==> src/rtl/pwr_seq_pkg.sv <==
package pwr_seq_pkg;
    typedef enum logic [3:0] {
        S_OFF,
        S_DC_UP,
        S_PL_UP,
        S_VR_WAIT,
        S_RUN,
        S_DN_VR,
        S_DN_PL,
        S_DN_DC,
        S_FAULT
    } seq_state_e;

    typedef struct packed {
        seq_state_e st;
        logic       dc_en;
        logic       pl_en;
        logic       vr_en;
        logic       pwr_ok;
        logic       fault;
    } seq_regs_t;

    // bit positions inside the synchronised input bundle
    localparam int IN_REQ  = 0;
    localparam int IN_DC   = 1;
    localparam int IN_5V   = 2;
    localparam int IN_3V3  = 3;
    localparam int IN_SW   = 4;
    localparam int IN_PG   = 5;
    localparam int IN_W    = 6;
endpackage

==> src/rtl/pwr_seq_sync.sv <==
module pwr_seq_sync #(
    parameter int W      = 6,
    parameter int STAGES = 2
) (
    input  logic         clk,
    input  logic         rst_n,
    input  logic [W-1:0] async_i,
    output logic [W-1:0] sync_o
);
    logic [STAGES-1:0][W-1:0] stg_q;

    for (genvar i = 0; i < STAGES; i++) begin : g_stage
        if (i == 0) begin : g_first
            always_ff @(posedge clk or negedge rst_n) begin
                if (!rst_n) stg_q[i] <= '0;
                else        stg_q[i] <= async_i;
            end
        end else begin : g_next
            always_ff @(posedge clk or negedge rst_n) begin
                if (!rst_n) stg_q[i] <= '0;
                else        stg_q[i] <= stg_q[i-1];
            end
        end
    end

    assign sync_o = stg_q[STAGES-1];
endmodule

==> src/rtl/pwr_seq_timer.sv <==
module pwr_seq_timer #(
    parameter int TIMEOUT_CYC = 1000
) (
    input  logic clk,
    input  logic rst_n,
    input  logic run_i,
    output logic expired_o
);
    localparam int CW = (TIMEOUT_CYC > 1) ? $clog2(TIMEOUT_CYC) : 1;
    localparam logic [CW-1:0] LAST = CW'(TIMEOUT_CYC - 1);

    logic [CW-1:0] cnt_d, cnt_q;

    always_comb begin
        if (!run_i)           cnt_d = '0;
        else if (cnt_q == LAST) cnt_d = cnt_q;
        else                  cnt_d = cnt_q + CW'(1);
    end

    always_ff @(posedge clk or negedge rst_n) begin
        if (!rst_n) cnt_q <= '0;
        else        cnt_q <= cnt_d;
    end

    assign expired_o = run_i && (cnt_q == LAST);

    AST_CNT_RESTART: assert property (@(posedge clk) disable iff (!rst_n)
        $rose(run_i) |-> (cnt_q == '0));
endmodule

==> src/rtl/pwr_seq_ctrl.sv <==
module pwr_seq_ctrl
    import pwr_seq_pkg::*;
#(
    parameter int CLK_HZ      = 25_000_000,
    parameter int TIMEOUT_CYC = CLK_HZ,
    parameter int SYNC_STAGES = 2
) (
    input  logic clk,
    input  logic rst_n,
    input  logic pwr_req_i,
    input  logic good_dc_i,
    input  logic good_5v_i,
    input  logic good_3v3_i,
    input  logic good_3v3sw_i,
    input  logic vr_pgood_i,
    output logic en_dc_o,
    output logic en_5v_o,
    output logic en_3v3_o,
    output logic en_vr_o,
    output logic pwr_ok_o,
    output logic fault_o
);
    logic [IN_W-1:0] raw_in, syn;
    logic req_s, dc_s, v5_s, v33_s, sw_s, pg_s, rails_ok;
    logic tmo_run, tmo_exp;
    seq_regs_t d, q;

    assign raw_in = {vr_pgood_i, good_3v3sw_i, good_3v3_i, good_5v_i, good_dc_i, pwr_req_i};

    pwr_seq_sync #(.W(IN_W), .STAGES(SYNC_STAGES)) u_sync (
        .clk(clk), .rst_n(rst_n), .async_i(raw_in), .sync_o(syn)
    );

    assign req_s    = syn[IN_REQ];
    assign dc_s     = syn[IN_DC];
    assign v5_s     = syn[IN_5V];
    assign v33_s    = syn[IN_3V3];
    assign sw_s     = syn[IN_SW];
    assign pg_s     = syn[IN_PG];
    assign rails_ok = dc_s && v5_s && v33_s;

    assign tmo_run = (q.st == S_VR_WAIT);

    pwr_seq_timer #(.TIMEOUT_CYC(TIMEOUT_CYC)) u_tmo (
        .clk(clk), .rst_n(rst_n), .run_i(tmo_run), .expired_o(tmo_exp)
    );

    always_comb begin
        d = q;
        case (q.st)
            S_OFF:     if (req_s) d.st = S_DC_UP;
            S_DC_UP:   if (!req_s) d.st = S_DN_VR;
                       else if (dc_s) d.st = S_PL_UP;
            S_PL_UP:   if (!req_s || !dc_s) d.st = S_DN_VR;
                       else if (v5_s && v33_s) d.st = S_VR_WAIT;
            S_VR_WAIT: if (!req_s || !rails_ok) d.st = S_DN_VR;
                       else if (pg_s) d.st = S_RUN;
                       else if (tmo_exp) d.st = S_FAULT;
            S_RUN:     if (!req_s || !rails_ok) d.st = S_DN_VR;
            S_DN_VR:   if (!pg_s) d.st = S_DN_PL;
            S_DN_PL:   if (!v5_s && !v33_s) d.st = S_DN_DC;
            S_DN_DC:   if (!dc_s) d.st = S_OFF;
            S_FAULT:   if (!req_s) d.st = S_DN_VR;
            default:   d.st = S_OFF;
        endcase

        case (d.st)
            S_OFF:     begin d.dc_en = 1'b0; d.pl_en = 1'b0; d.vr_en = 1'b0; end
            S_DC_UP:   begin d.dc_en = 1'b1; end
            S_PL_UP:   begin d.dc_en = 1'b1; d.pl_en = 1'b1; end
            S_VR_WAIT,
            S_RUN:     begin d.dc_en = 1'b1; d.pl_en = 1'b1; d.vr_en = 1'b1; end
            S_DN_VR,
            S_FAULT:   begin d.vr_en = 1'b0; end
            S_DN_PL:   begin d.vr_en = 1'b0; d.pl_en = 1'b0; end
            default:   begin d.dc_en = 1'b0; d.pl_en = 1'b0; d.vr_en = 1'b0; end
        endcase
        d.fault  = (d.st == S_FAULT);
        d.pwr_ok = (d.st == S_RUN) && pg_s && sw_s;
    end

    always_ff @(posedge clk or negedge rst_n) begin
        if (!rst_n) q <= '{st: S_OFF, default: 1'b0};
        else        q <= d;
    end

    assign en_dc_o  = q.dc_en;
    assign en_5v_o  = q.pl_en;
    assign en_3v3_o = q.pl_en;
    assign en_vr_o  = q.vr_en;
    assign pwr_ok_o = q.pwr_ok;
    assign fault_o  = q.fault;

    AST_PL_AFTER_DC: assert property (@(posedge clk) disable iff (!rst_n)
        $rose(q.pl_en) |-> $past(dc_s) && q.dc_en);
    AST_VR_GATED: assert property (@(posedge clk) disable iff (!rst_n)
        $rose(q.vr_en) |-> $past(rails_ok));
    AST_TMO_FAULT: assert property (@(posedge clk) disable iff (!rst_n)
        (tmo_run && tmo_exp && !pg_s && req_s && rails_ok) |=> (q.fault && !q.vr_en));
    AST_OK_NEEDS_PG: assert property (@(posedge clk) disable iff (!rst_n)
        $rose(q.pwr_ok) |-> $past(pg_s));
    AST_OK_WITH_VR: assert property (@(posedge clk) disable iff (!rst_n)
        q.pwr_ok |-> q.vr_en);
    AST_DN_PL_ORDER: assert property (@(posedge clk) disable iff (!rst_n)
        $fell(q.pl_en) |-> !q.vr_en && $past(!pg_s));
    AST_DN_DC_ORDER: assert property (@(posedge clk) disable iff (!rst_n)
        $fell(q.dc_en) |-> !q.pl_en && $past(!v5_s && !v33_s));
    AST_FAULT_VR_OFF: assert property (@(posedge clk) disable iff (!rst_n)
        q.fault |-> !q.vr_en);
endmodule

==> config.mk <==
export PLATFORM = sky130hd
export DESIGN_NAME = pwr_seq_ctrl
export DESIGN_NICKNAME = d
export VERILOG_FILES = /design/src/rtl/pwr_seq_pkg.sv /design/src/rtl/pwr_seq_sync.sv /design/src/rtl/pwr_seq_timer.sv /design/src/rtl/pwr_seq_ctrl.sv
export SDC_FILE = /design/constraint.sdc
export NUM_CORES = 1
export LEC_CHECK = 0
export BUFFER_PORTS_ARGS = -buffer_cell sky130_fd_sc_hd__buf_2
export CAP_MARGIN = 25
export CORE_AREA = 2 2 70 72
export DETAILED_ROUTE_END_ITERATION = 6
export DIE_AREA = 0 0 72 74
export PLACE_DENSITY = 0.73
export SETUP_SLACK_MARGIN = 0.05
export SYNTH_ARGS = -nofsm -noshare
export SYNTH_HDL_FRONTEND = slang
export SYNTH_HIERARCHICAL = 1
export SYNTH_SLANG_ARGS = --single-unit
export TNS_END_PERCENT = 10
==> constraint.sdc <==
create_clock -name clk -period 2.9 [get_ports clk]
set_input_delay 0.29 -clock clk [delete_from_list [all_inputs] [get_ports clk]]
set_output_delay 0.29 -clock clk [all_outputs]
set_load 0.05 [all_outputs]
==> flow_summary.json <==
{
  "status": "completed",
  "worstMarginPinSlew_ns": 0.643,
  "report.final.hold_viol_count": 0,
  "period_needed_ns": 2.60,
  "met1_usage": 0.298,
  "yosys_warnings": 6,
  "pre_cts_ws_ns": 0.0759,
  "mostFrequentLayoutCell": "dfrtp_1",
  "timing.final.crit_share": 0.898,
  "p_leak_nw": 1.05,
  "fmax_ghz": 0.384,
  "place_congestion": 0.827,
  "synth-xor-area-share": 0.0256,
  "routed_wirelength_mm": 4.78,
  "grt_pass1_vias": 1643,
  "netlist_area_um2": 2390,
  "fp.dieH_um": 74,
  "p_total_mw": 1.71,
  "fin_tns_setup_ns": 0,
  "path_max_fanout": 6,
  "grt_use_met3": 0.0461,
  "synth_cell_types": 52,
  "skew_ns": 0.00979,
  "crit_type": "flop to flop",
  "relSlewSlack": 0.567,
  "clk_latency_ns": 0.31,
  "cts_tree": "built",
  "dieArea_um2": 5330,
  "drcViolationCount": 0,
  "final_net_count": 265,
  "n_antenna_cell": 0,
  "synth-edff-count": 0,
  "dp_hpwl_mm": 3.29,
  "dieWidth_um": 72,
  "final_cell_mix": "dfrtp_1, nor2_1, a21oi_1, nand2_1, buf_2",
  "clk_pin_slew_ns": 0.10,
  "fin_cells": 311,
  "synth_top_family_by_area": "simple AND/OR/NAND/NOR gates",
  "io_buffers": 13,
  "rows": 25,
  "ir_drop_v": 0.000450,
  "area_growth_pct": 9.73,
  "cap_violations": 0,
  "antenna_found_initial": 0,
  "cts-root-buf": "clkbuf_8",
  "arrival_ns": 2.80,
  "start_kind": "flop",
  "grt_usage": 0.196,
  "wl_per_cell_um": 15.4,
  "clock_path_buffers": 2,
  "synth_compound_area_frac": 0.145,
  "seqCellArea_um2": 1150,
  "hold_path.class": "input port to flop",
  "num_vias": 1886,
  "antenna_left": 0,
  "synthSimpleGateAreaFrac": 0.253,
  "dpl.cell_count": 300,
  "grt_pass1_wl_mm": 8.02,
  "cts_buffers": 5,
  "synth_seq_cells": 46,
  "slew_violations": 0,
  "synthAdderAreaFrac": 0.0141,
  "use_met2": 0.271,
  "setup_violations": 0,
  "setup_slack_ns": 0.297,
  "nFillCells": 406,
  "start_util": 0.520,
  "io_pins": 14,
  "overflow": 0,
  "yosysSeqAreaShare": 0.481,
  "async_reset_ff_frac": 1.00,
  "endpoint_kind": "flop",
  "via_per_inst": 6.06,
  "drive_gt1_frac": 0.202,
  "synthCells": 242,
  "worstPathRequired_ns": 3.09,
  "p_per_area_nw_per_um2": 653,
  "synthesis.nets": 251,
  "multi_input_area_um2": 1110,
  "drt-initial-drc-count": 147,
  "grt_max_degree": 47,
  "syn_avg_cell_area_um2": 9.88,
  "synth_flop_cell": "dfrtp_1",
  "clkSinkCount": 46,
  "rsz0062_at_grt": "false",
  "h-tree-depth": 2,
  "core_um2": 4600,
  "top_usage_layer": "met1",
  "synth.area.mux_share": 0.0173,
  "drt_pass1_iterations": 5
}
-- synth_stat cells (2+ instances only) --
library cell,count,area [um2]
dfrtp_1,46,1150
nor2_1,19,71.3
a21oi_1,15,75.1
nand2_1,15,56.3
nand3_1,12,60.1
o21ai_0,12,60.1
buf_4,8,60.1
inv_1,8,30.0
nand4_1,8,50.1
nor4_1,8,50.1
or4_1,7,52.6
nor3_1,6,30.0
clkbuf_1,5,18.8
o31ai_1,5,37.5
or3_1,5,31.3
xnor2_1,5,43.8
a31oi_1,4,25.0
and4_1,4,35.0
a31o_2,3,26.3
buf_6,3,33.8
mux2i_1,3,30.0
nand2b_1,3,18.8
o21ai_1,3,15.0
and3_1,2,12.5
nand3_2,2,20.0
nand4_2,2,25.0
nor3b_1,2,15.0
o211a_1,2,20.0
xor2_1,2,17.5
-- report_power, final --
group	switching [mW]	internal [mW]
Combinational	0.337	0.199
Sequential	0.0590	0.695
Clock	0.243	0.179
Total	0.639	1.07
-- metrics by stage --
stage               hold WS, ns   util  cell area [um2]
floorplan              -0.00559      -             2400
global placement          0.331  0.538             2470
detailed placement        0.336  0.538             2470
CTS                      0.0706  0.558             2570
global route             0.0647  0.571             2620
finish                   0.0818  0.571             2620
-- critical path, stage by stage, from the launching register on --
cell       delay [ns]
dfrtp_1          0.42
nand4_1          0.19
or4_4            0.58
nor4_4           0.21
or4_1            0.18
o21ai_2          0.07
a32oi_4          0.31
inv_2            0.06
maj3_1           0.35
o2bb2ai_1        0.13
-- logic make-up after synthesis --
group,after synthesis
AND/OR/NAND/NOR,104
AO/OA/AOI/OAI,52
XOR/XNOR,7
flip-flops,46
adder cells (fa/ha/maj),3
multiplexers,4
buffers and inverters,26
-- final timing paths --
| path | startpoint | end | slack (ns) | cells past startpoint |
|---|---|---|---|---|
| setup / recovery | u_tmo/cnt_q[18] | en_vr_o | 0.30 | 9 |
| hold / removal | good_3v3sw_i | u_sync/stg_q[4] | 0.08 | 1 |
| setup reg to reg | u_tmo/cnt_q[18] | en_vr_o | 0.30 | 9 |
| hold reg to reg | u_sync/stg_q[2] | u_sync/sync_o[2] | 0.35 | 0 |
| max in group asynchronous | rst_n | u_tmo/cnt_q[22] | 2.14 | 3 |
| min in group asynchronous | rst_n | u_tmo/cnt_q[11] | 0.33 | 2 |
-- area by class of cell --
| type | instances | area share |
|---|---|---|
| Sequential cell | 46 | 0.439 |
| Multi-Input combinational cell | 170 | 0.424 |
| Tap cell | 54 | 0.0258 |
| Clock buffer | 5 | 0.0262 |
| Clock inverter | 3 | 0.0100 |
| Timing Repair Buffer | 24 | 0.0620 |
| Inverter | 9 | 0.0129 |
-- sequential cells by signal, summed over array words and instances (netlist names) --
signal,cells
en_3v3_o,1
en_dc_o,1
en_vr_o,1
fault_o,1
pwr_ok_o,1
q,4
u_sync/stg_q,6
u_sync/sync_o,6
u_tmo/cnt_q,25
-- repair_timing --
action / in CTS / in global routing
endpoints found under the hold margin: 0 / 4
setup buffers: 0 / 1
hold buffers: 0 / 1
setup endpoints to repair: 0 / 1
gates resized for setup: 0 / 3
-- routing by layer --
metal | wire, um | part of all wire
met1 | 2410 | 0.50
met2 | 2100 | 0.44
met3 | 224 | 0.047
met4 | 48 | 0.010
met5 | 0 | 0
Power figures use the tool's default switching activity.
